==> config.mk <==
export PLATFORM = sky130hd
export DESIGN_NAME = mpu_bus_slave
export DESIGN_NICKNAME = d
export VERILOG_FILES = /design/src/rtl/mpu_slave_pkg.sv /design/src/rtl/mpu_cycle_decode.sv /design/src/rtl/mpu_ack_seq.sv /design/src/rtl/mpu_reg_banks.sv /design/src/rtl/mpu_bus_slave.sv
export SDC_FILE = /design/constraint.sdc
export NUM_CORES = 1
export LEC_CHECK = 0
export BUFFER_PORTS_ARGS = -buffer_cell sky130_fd_sc_hd__clkbuf_2
export CORE_MARGIN = 2
export CORE_UTILIZATION = 62
export CTS_CLUSTER_DIAMETER = 30
export CTS_CLUSTER_SIZE = 20
export DETAILED_ROUTE_END_ITERATION = 7
export PLACE_DENSITY = 0.8
export REMOVE_ABC_BUFFERS = 1
export SYNTH_ARGS = -nofsm -noshare
export SYNTH_HDL_FRONTEND = slang
export SYNTH_SLANG_ARGS = --single-unit
export TNS_END_PERCENT = 20
==> constraint.sdc <==
create_clock -name clk_i -period 5.7 [get_ports clk_i]
set_input_delay 0.285 -clock clk_i [delete_from_list [all_inputs] [get_ports clk_i]]
set_output_delay 0.285 -clock clk_i [all_outputs]
set_load 0.05 [all_outputs]
==> src/rtl/mpu_slave_pkg.sv <==
package mpu_slave_pkg;
  localparam int ADDR_W = 21;
  localparam int DATA_W = 16;

  typedef enum logic [1:0] {
    ST_IDLE,
    ST_WAIT,
    ST_ACK_LO,
    ST_ACK_HI
  } seq_state_e;
endpackage

==> src/rtl/mpu_cycle_decode.sv <==
module mpu_cycle_decode
  import mpu_slave_pkg::*;
#(
  parameter int BANK_W = 2,
  parameter int IDX_W  = 3
) (
  input  logic              clk_i,
  input  logic              rst_ni,
  input  logic [ADDR_W-1:0] addr_i,
  input  logic              cs_ni,
  input  logic              as_ni,
  input  logic              rw_i,
  input  logic [DATA_W-1:0] wdata_i,
  input  logic              idle_i,
  output logic              start_o,
  output logic [BANK_W-1:0] req_bank_o,
  output logic [BANK_W-1:0] bank_o,
  output logic [IDX_W-1:0]  idx_o,
  output logic              wr_o,
  output logic [DATA_W-1:0] wdata_o
);
  logic data_phase_q;
  logic unused_addr;

  assign unused_addr = ^addr_i[ADDR_W-BANK_W-1:IDX_W];
  assign start_o     = !as_ni && !cs_ni && idle_i;
  assign req_bank_o  = addr_i[ADDR_W-1 -: BANK_W];

  always_ff @(posedge clk_i or negedge rst_ni) begin
    if (!rst_ni) begin
      bank_o       <= '0;
      idx_o        <= '0;
      wr_o         <= 1'b0;
      wdata_o      <= '0;
      data_phase_q <= 1'b0;
    end else begin
      data_phase_q <= start_o;
      if (start_o) begin
        bank_o <= req_bank_o;
        idx_o  <= addr_i[IDX_W-1:0];
        wr_o   <= !rw_i;
      end
      // data phase is the clock after the strobe
      if (data_phase_q && wr_o) wdata_o <= wdata_i;
    end
  end
endmodule

==> src/rtl/mpu_ack_seq.sv <==
module mpu_ack_seq
  import mpu_slave_pkg::*;
#(
  parameter int NUM_BANKS   = 4,
  parameter int SHARED_BANK = 3,
  parameter int NORM_LAT    = 4,
  parameter int SHARED_LAT  = 32,
  localparam int BANK_W     = $clog2(NUM_BANKS),
  localparam int MAX_LAT    = (SHARED_LAT > NORM_LAT) ? SHARED_LAT : NORM_LAT,
  localparam int CNT_W      = $clog2(MAX_LAT + 1)
) (
  input  logic              clk_i,
  input  logic              rst_ni,
  input  logic              start_i,
  input  logic [BANK_W-1:0] req_bank_i,
  input  logic [BANK_W-1:0] bank_i,
  input  logic              ovh_busy_i,
  output logic              idle_o,
  output logic              commit_o,
  output logic              ack_drv_o,
  output logic              ack_val_o
);
  seq_state_e       state_q;
  logic [CNT_W-1:0] cnt_q;
  logic [CNT_W-1:0] lat_tbl [NUM_BANKS];
  logic             blocked;

  for (genvar b = 0; b < NUM_BANKS; b++) begin : g_lat
    if (b == SHARED_BANK) begin : g_shr
      assign lat_tbl[b] = CNT_W'(SHARED_LAT - 1);
    end else begin : g_norm
      assign lat_tbl[b] = CNT_W'(NORM_LAT - 1);
    end
  end

  assign blocked   = (bank_i == BANK_W'(SHARED_BANK)) && ovh_busy_i;
  assign idle_o    = (state_q == ST_IDLE);
  assign commit_o  = (state_q == ST_WAIT) && (cnt_q == '0) && !blocked;
  assign ack_drv_o = (state_q == ST_ACK_LO) || (state_q == ST_ACK_HI);
  assign ack_val_o = (state_q != ST_ACK_LO);

  always_ff @(posedge clk_i or negedge rst_ni) begin
    if (!rst_ni) begin
      state_q <= ST_IDLE;
      cnt_q   <= '0;
    end else begin
      unique case (state_q)
        ST_IDLE: if (start_i) begin
          state_q <= ST_WAIT;
          cnt_q   <= lat_tbl[req_bank_i];
        end
        ST_WAIT: begin
          if (cnt_q != '0) cnt_q <= cnt_q - 1'b1;
          else if (!blocked) state_q <= ST_ACK_LO;
        end
        ST_ACK_LO: state_q <= ST_ACK_HI;
        ST_ACK_HI: state_q <= ST_IDLE;
        default:   state_q <= ST_IDLE;
      endcase
    end
  end
endmodule

==> src/rtl/mpu_reg_banks.sv <==
module mpu_reg_banks
  import mpu_slave_pkg::*;
#(
  parameter int NUM_BANKS     = 4,
  parameter int REGS_PER_BANK = 8,
  parameter int SHARED_BANK   = 3,
  localparam int BANK_W       = $clog2(NUM_BANKS),
  localparam int IDX_W        = $clog2(REGS_PER_BANK)
) (
  input  logic              clk_i,
  input  logic              rst_ni,
  input  logic              bus_we_i,
  input  logic [BANK_W-1:0] bus_bank_i,
  input  logic [IDX_W-1:0]  bus_idx_i,
  input  logic [DATA_W-1:0] bus_wdata_i,
  output logic [DATA_W-1:0] bus_rdata_o,
  input  logic              ovh_we_i,
  input  logic [IDX_W-1:0]  ovh_idx_i,
  input  logic [DATA_W-1:0] ovh_wdata_i,
  output logic [DATA_W-1:0] ovh_rdata_o
);
  logic [DATA_W-1:0] regs [NUM_BANKS][REGS_PER_BANK];

  for (genvar b = 0; b < NUM_BANKS; b++) begin : g_bank
    for (genvar r = 0; r < REGS_PER_BANK; r++) begin : g_reg
      logic bus_hit, ovh_hit;
      assign bus_hit = bus_we_i && (bus_bank_i == BANK_W'(b)) && (bus_idx_i == IDX_W'(r));
      if (b == SHARED_BANK) begin : g_shr
        assign ovh_hit = ovh_we_i && (ovh_idx_i == IDX_W'(r));
      end else begin : g_prv
        assign ovh_hit = 1'b0;
      end
      always_ff @(posedge clk_i or negedge rst_ni) begin
        if (!rst_ni)      regs[b][r] <= '0;
        else if (ovh_hit) regs[b][r] <= ovh_wdata_i;
        else if (bus_hit) regs[b][r] <= bus_wdata_i;
      end
    end
  end

  assign bus_rdata_o = regs[bus_bank_i][bus_idx_i];
  assign ovh_rdata_o = regs[SHARED_BANK][ovh_idx_i];
endmodule

==> src/rtl/mpu_bus_slave.sv <==
module mpu_bus_slave
  import mpu_slave_pkg::*;
#(
  parameter int NUM_BANKS     = 4,
  parameter int REGS_PER_BANK = 8,
  parameter int SHARED_BANK   = 3,
  parameter int NORM_LAT      = 4,
  parameter int SHARED_LAT    = 32,
  localparam int BANK_W       = $clog2(NUM_BANKS),
  localparam int IDX_W        = $clog2(REGS_PER_BANK)
) (
  input  logic              clk_i,
  input  logic              rst_ni,
  input  logic [ADDR_W-1:0] addr_i,
  input  logic              cs_ni,
  input  logic              as_ni,
  input  logic              rw_i,
  input  logic [DATA_W-1:0] wdata_i,
  output logic [DATA_W-1:0] rdata_o,
  output logic              ack_drv_o,
  output logic              ack_val_o,
  output logic              ack_oe_o,
  input  logic              ovh_req_i,
  input  logic              ovh_we_i,
  input  logic [IDX_W-1:0]  ovh_idx_i,
  input  logic [DATA_W-1:0] ovh_wdata_i,
  output logic [DATA_W-1:0] ovh_rdata_o
);
  logic              start, idle, commit, cyc_wr;
  logic [BANK_W-1:0] req_bank, cyc_bank;
  logic [IDX_W-1:0]  cyc_idx;
  logic [DATA_W-1:0] cyc_wdata, bank_rdata;

  mpu_cycle_decode #(.BANK_W(BANK_W), .IDX_W(IDX_W)) u_dec (
    .clk_i, .rst_ni, .addr_i, .cs_ni, .as_ni, .rw_i, .wdata_i,
    .idle_i     (idle),
    .start_o    (start),
    .req_bank_o (req_bank),
    .bank_o     (cyc_bank),
    .idx_o      (cyc_idx),
    .wr_o       (cyc_wr),
    .wdata_o    (cyc_wdata)
  );

  mpu_ack_seq #(
    .NUM_BANKS(NUM_BANKS), .SHARED_BANK(SHARED_BANK),
    .NORM_LAT(NORM_LAT), .SHARED_LAT(SHARED_LAT)
  ) u_seq (
    .clk_i, .rst_ni,
    .start_i    (start),
    .req_bank_i (req_bank),
    .bank_i     (cyc_bank),
    .ovh_busy_i (ovh_req_i),
    .idle_o     (idle),
    .commit_o   (commit),
    .ack_drv_o, .ack_val_o
  );

  mpu_reg_banks #(
    .NUM_BANKS(NUM_BANKS), .REGS_PER_BANK(REGS_PER_BANK), .SHARED_BANK(SHARED_BANK)
  ) u_regs (
    .clk_i, .rst_ni,
    .bus_we_i    (commit && cyc_wr),
    .bus_bank_i  (cyc_bank),
    .bus_idx_i   (cyc_idx),
    .bus_wdata_i (cyc_wdata),
    .bus_rdata_o (bank_rdata),
    .ovh_we_i    (ovh_req_i && ovh_we_i),
    .ovh_idx_i, .ovh_wdata_i, .ovh_rdata_o
  );

  always_ff @(posedge clk_i or negedge rst_ni) begin
    if (!rst_ni)               rdata_o <= '0;
    else if (commit && !cyc_wr) rdata_o <= bank_rdata;
  end

  assign ack_oe_o = ack_drv_o && !cs_ni;
endmodule

==> results of run 1 <==
==> layer usage <==
layer | vias up | share of wire
met3 | 433 | 0.12
met2 | 1731 | 0.46
met5 | - | 0.00015
li1 | 8362 | -
met4 | 2 | 0.066
met1 | 10700 | 0.35
==> kinds of logic (layout without fill, tap and decap cells) <==
| logic type | count (synthesis) | in the layout | synth area share |
|---|---|---|---|
| AO/OA/AOI/OAI | 390 | 390 | 0.0863 |
| adder cells (fa/ha/maj) | 6 | 6 | 0.00269 |
| buffers and inverters | 242 | 385 | 0.0410 |
| flip-flops | 559 | 559 | 0.501 |
| multiplexers | 613 | 613 | 0.296 |
| other | 0 | 2 | 0 |
| AND/OR/NAND/NOR | 391 | 391 | 0.0732 |
==> layout make-up <==
cell class              instances  area [sq um]  share of cell area
flip-flops and latches        559         14000               0.426
multi-input cells            1400         12900               0.392
diodes                          2          5.00            0.000152
repair buffers                165          1150              0.0349
inverters                       9          33.8             0.00103
well taps                     592           741              0.0226
clock inverters                61           853              0.0260
clock buffers                 150          3210              0.0977
==> cells in the mapped netlist, types with 3 or more instances <==
cell type  count  share of area
a21oi_1        6         0.0011
nand4_4        5         0.0038
buf_1         22         0.0030
a2111oi_0     16         0.0050
mux2i_1       64          0.023
and3_1        19         0.0043
nand2_1       33         0.0044
mux4_2       128           0.10
nor2_1       137          0.018
o31ai_1       16         0.0043
mux2_2       420           0.17
clkbuf_1     133          0.018
inv_1          8         0.0011
buf_6         15         0.0060
ha_1           6         0.0027
a21o_1        17         0.0046
o21ai_0      131          0.023
nor3_2         5         0.0018
a22oi_1       33         0.0089
nand2b_1       3        0.00067
and3b_1        4         0.0013
nand3_1      137          0.025
nor2_4         5         0.0020
nor2_2        12         0.0027
nor3_1         3        0.00054
nor2b_1        9         0.0020
nand3b_1       3        0.00081
o22ai_1       32         0.0072
buf_4         18         0.0048
buf_2         45         0.0081
a31oi_1      131          0.029
dfrtp_1      559           0.50
==> critical path, delay by kind of cell, from the launching register on <==
kind / cells / cell delay [ns]
buf+inv: 1 / 0.57
simple gates: 3 / 2.10
flops: 1 / 0.66
mux: 1 / 0.42
==> worst paths after layout <==
path                                 start                to
hold reg to reg                 rdata_o[9]        rdata_o[9]
setup / recovery            u_dec.idx_o[1]  u_regs.regs[466]
min in group asynchronous           rst_ni  u_regs.regs[236]
hold / removal             ovh_wdata_i[11]   u_regs.regs[91]
max in group asynchronous           rst_ni  u_regs.regs[132]
setup reg to reg            u_dec.idx_o[1]  u_regs.regs[466]
==> repair_timing <==
action                                 CTS  global route
setup buffers                            0             0
hold buffers                            25             0
endpoints found under the hold margin  133             0
setup endpoints to repair                0             0
==> registers in the layout, summed over array words and instances, names as in the netlist <==
register / cells
u_dec.wr_o: 1
u_regs.regs: 512
u_dec.data_phase_q: 1
rdata_o: 16
u_seq.state_q: 2
u_dec.idx_o: 3
u_dec.bank_o: 2
u_seq.cnt_q: 6
u_dec.wdata_o: 16
==> power by group <==
part,internal [mW],switching [mW]
logic,1.33,2.07
clock network,4.63,2.25
registers,4.30,1.04
total,10.3,5.36
==> layout by cell type, fill, tap and decap left out, types with 64 or more instances in the layout <==
master     instances
a31oi_1          131
dfrtp_1          557
o21ai_0          131
nand3_1          137
mux2i_1           64
nor2_1           134
clkbuf_16        114
mux2_2           420
mux4_2           128
clkbuf_2          80
==> flow_summary.toml, run 1 <==
[power]
power.density_mw_per_mm2 = 475
p_leak_nw = 14.8
ir_worst_vdd_mv = 0.429
power_mw = 15.6

[worst_setup_path]
r2r_cells = 5
crit_fanout = 35
critPathKind = "reg -> reg"
critPathArrivalTime_ns = 4.42
cp_cell_sequence = "nor2b_4 -> buf_4 -> nand2_1 -> nor2_4 -> mux2_2"
end_kind = "flop"
critPathMaxStageDelay_ns = 0.97
crit_path_start_kind = "flop"
crit_required_ns = 6.24
r2r_slack_ns = 1.82
slowest_stage = "nor2_4"

[layout]
drive_gt1_frac = 0.397
layout-area-overhead-vs-synth_pct = 17.6
stdcell_count = 2938
final_core_util = 0.741
design_area_sq_mm = 0.0328
nFillCells = 2649
nNetsFinal = 2317

[clocking]
cts.sinks = 559
tritoncts = "done"
h-tree-depth = 3
cts_made_buffers = 113
cts-root-buf = "clkbuf_16"
clk_pin_slew_worst_paths_ns = 0.05
clock_latency_ns = 0.68
cts_max_path_buffers = 3
cts_resized = 0

[global_route]
grt_pass1_vias = 22500
grt_use_met1 = 0.481
gr-usage-met2 = 0.577
grt_antenna_before_repair = 3
overflow = 0
grt_max_degree = 155
grt_pass1_wl_microns = 133000
grt-busiest-layer = "met2"
grt_use_total = 0.379
met3_usage = 0.108

[synth]
synth_seq_cells = 559
yosysUniqueCellTypes = 53
syn_area_sq_mm = 0.0279
synth_edf_count = 0
ys_warn_count = 0
synthFlopType = "dfrtp_1"
ys_seq_area_frac = 0.501
synth_area_per_cell_sq_um = 12.7
async_reset_ff_frac = 1.00
synth_cells = 2201

[routing]
num_vias = 21200
viasPerCell = 7.23
routedWlPerCell_microns = 29.6
drt-total-wl_microns = 86900
drt_first_pass_iters = 6
dr.first_iter.drc_count = 2956
drc_errors = 0
ant_nets = 0

[run_status]
outcome = "finished, final reports clean"

[floorplan]
core_area_sq_mm = 0.0443
die_h_microns = 216
start_util = 0.630
ios = 98
die_area_sq_mm = 0.0468
die_x_microns = 216
fp-row-count = 77

[sta]
worst_clock_skew_ns = 0.0359
rsz0062_at_grt = "no"
hold_viol_final = 0
slew_headroom = 0.0431
drv_slew = 0
fmax_mhz = 258
holdWs_ns = 0.0339
finalWorstSetupSlack_ns = 1.82
fin_crit_ns = 3.88
setup_violations = 0
min_period_over_period = 0.681
finalSetupTns_ns = 0
tightest_slew_ns = 1.43

[placement]
place_worst_setup_slack_ns = 2.07
place_area_sq_mm = 0.0285
numPortBuffers = 81
dp.final_hpwl_microns = 48600
place_congestion = 0.879
dp_cells = 2700

[worst_hold_path]
hold_depth = 3
hold_path_class = "in -> reg"

[run]
max_cap_violations = 0
(Power assumes the default switching activity.)
==> run 2, diff against run 1 <==
Clock period 5.7 ns to 4.1 ns, I/O delays scaled along.
==> run 2 against run 1 <==
  * Global-route usage is 1.2 points higher
  * Utilization up 0.80 points
  * Non-clock buffer count increased by 37
  * Critical path depth rose by 1
  * Sequential power increased by 40%
  * Worst setup slack worse by 1.0 ns
  * Total power up 40%
  * Design area grew 1.1%
  * First-iteration DRC count up 15%
  * Largest cell class unchanged
  * Largest power group unchanged
  * Highest routed layer is now met4
==> flow_summary.toml, run 2 (synthesis results as in run 1) <==
[worst_setup_path]
critPathKind = "reg -> reg"
slowest_stage = "nor2b_4"
worst-path-buf-inv = 2
cpLargestDelayFamily = "simple AND/OR/NAND/NOR gates"
critPathMaxStageDelay_ns = 0.73
crit_required_ns = 4.63
crit_fanout = 17
cp_cell_sequence = "nor2b_4 -> nand3_1 -> buf_4 -> nor2_2 -> buf_4 -> mux2_2"
crit_path_start_kind = "flop"
end_kind = "flop"
critPathArrivalTime_ns = 3.83
cp_common_cell = "buf_4"
r2r_slack_ns = 0.79

[sta]
drv_slew = 0
hold_viol_final = 0
setup_violations = 0
tightest_slew_ns = 1.44
worst_clock_skew_ns = 0.0345
finalWorstSetupSlack_ns = 0.792
min_period_over_period = 0.807
slew_headroom = 0.0381
fin_crit_ns = 3.31
fmax_mhz = 302
holdWs_ns = 0.0352
rsz0062_at_grt = "no"

[global_route]
grt_pass1_vias = 23100
overflow = 0
grt_use_total = 0.392
grt_pass1_wl_microns = 137000
grt_antenna_before_repair = 1
grt_max_degree = 129

[floorplan]
start_util = 0.630
fp-row-count = 77
core_area_sq_mm = 0.0443
die_x_microns = 216
ios = 98
die_h_microns = 216
die_area_sq_mm = 0.0468

[power]
power.density_mw_per_mm2 = 660
ir_worst_vdd_mv = 0.438
p_leak_nw = 15.0

[worst_hold_path]
hold_path_class = "in -> reg"

[routing]
num_vias = 21800
routedWlPerCell_microns = 30.4
dr.first_iter.drc_count = 3394
drc_errors = 0
drt_first_pass_iters = 8
viasPerCell = 7.35
ant_nets = 0
drt-total-wl_microns = 90300

[layout]
largest_register = "u_regs.regs"
final_core_util = 0.749
largest_register_ffs = 512
design_area_sq_mm = 0.0332
stdcell_count = 2970
nFillCells = 2563
top_regs = "u_regs.regs x512, rdata_o x16, u_dec.wdata_o x16"
final_cell_mix = "557 x dfrtp_1, 420 x mux2_2, 137 x nand3_1, 136 x nor2_1"
drive_gt1_frac = 0.398
layout-area-overhead-vs-synth_pct = 18.9
register_area_sq_mm = 0.0140
nNetsFinal = 2353
multi_input_area_sq_mm = 0.0129
final_common_cell = "dfrtp_1"

[placement]
dp.final_hpwl_microns = 51100
dp_cells = 2722
place_congestion = 0.875
place_area_sq_mm = 0.0288
numPortBuffers = 81
place_worst_setup_slack_ns = 0.974

[clocking]
h-tree-depth = 3
tritoncts = "done"
cts.sinks = 559
clk_pin_slew_worst_paths_ns = 0.05
cts-root-buf = "clkbuf_16"
cts_max_path_buffers = 3
cts_made_buffers = 112
postCtsSetupBuffers = 0
clock_latency_ns = 0.66

[run_status]
outcome = "finished, final reports clean"

[run]
max_cap_violations = 0
-- run 2: report_power, final --
part	leakage (nW)	switching, mW	internal (mW)	total, mW
registers	7.41	1.51	5.98	7.49
clock network	1.92	3.06	6.45	9.51
logic	5.63	2.95	1.94	4.89
-- run 2: path summary, 6_finish.rpt --
check,cells after the start,to,from
min,4,u_seq.state_q[0],cs_ni
max,6,u_regs.regs[156],u_dec.idx_o[1]
max reg2reg,6,u_regs.regs[156],u_dec.idx_o[1]
min reg2reg,2,rdata_o[13],rdata_o[13]
max in group asynchronous,3,u_regs.regs[88],rst_ni
min in group asynchronous,2,u_dec.wdata_o[12],rst_ni
-- run 2: worst reg2reg max path: stages, from the launching register on --
cell     delay, ns
dfrtp_1       0.69
nor2b_4       0.74
nand3_1       0.55
buf_4         0.41
nor2_2        0.15
buf_4         0.26
mux2_2        0.38
-- run 2: layer usage --
metal | part of all wire | up-vias | wire, microns | GRT usage
met5 | 0 | - | 0 | 0
met4 | 0.073 | 0 | 6570 | 0.271
met3 | 0.13 | 596 | 12000 | 0.127
met2 | 0.46 | 1939 | 41100 | 0.590
met1 | 0.34 | 10900 | 30600 | 0.483
li1 | - | 8440 | - | -
-- run 2: layout make-up --
class                      count  share of cell area
clock buffer                 146              0.0950
clock inverter                61              0.0249
tap                          592              0.0223
multi-input combinational   1400               0.387
antenna                        1           0.0000754
inverter                       9             0.00102
timing repair buffer         202              0.0478
sequential                   559               0.422
-- run 2: timing repair --
action / in CTS / in global routing
hold buffers: 40 / 0
hold endpoints to repair: 207 / 0
resized for setup: 0 / 0
-- run 2: through the flow --
step	TNS, ns	total power, mW
after CTS	0	21.6
final	0	21.9
after floorplan	-1065.26	10.2
after detailed placement	0	12.1
after global placement	0	11.9
after global routing	0	22.4
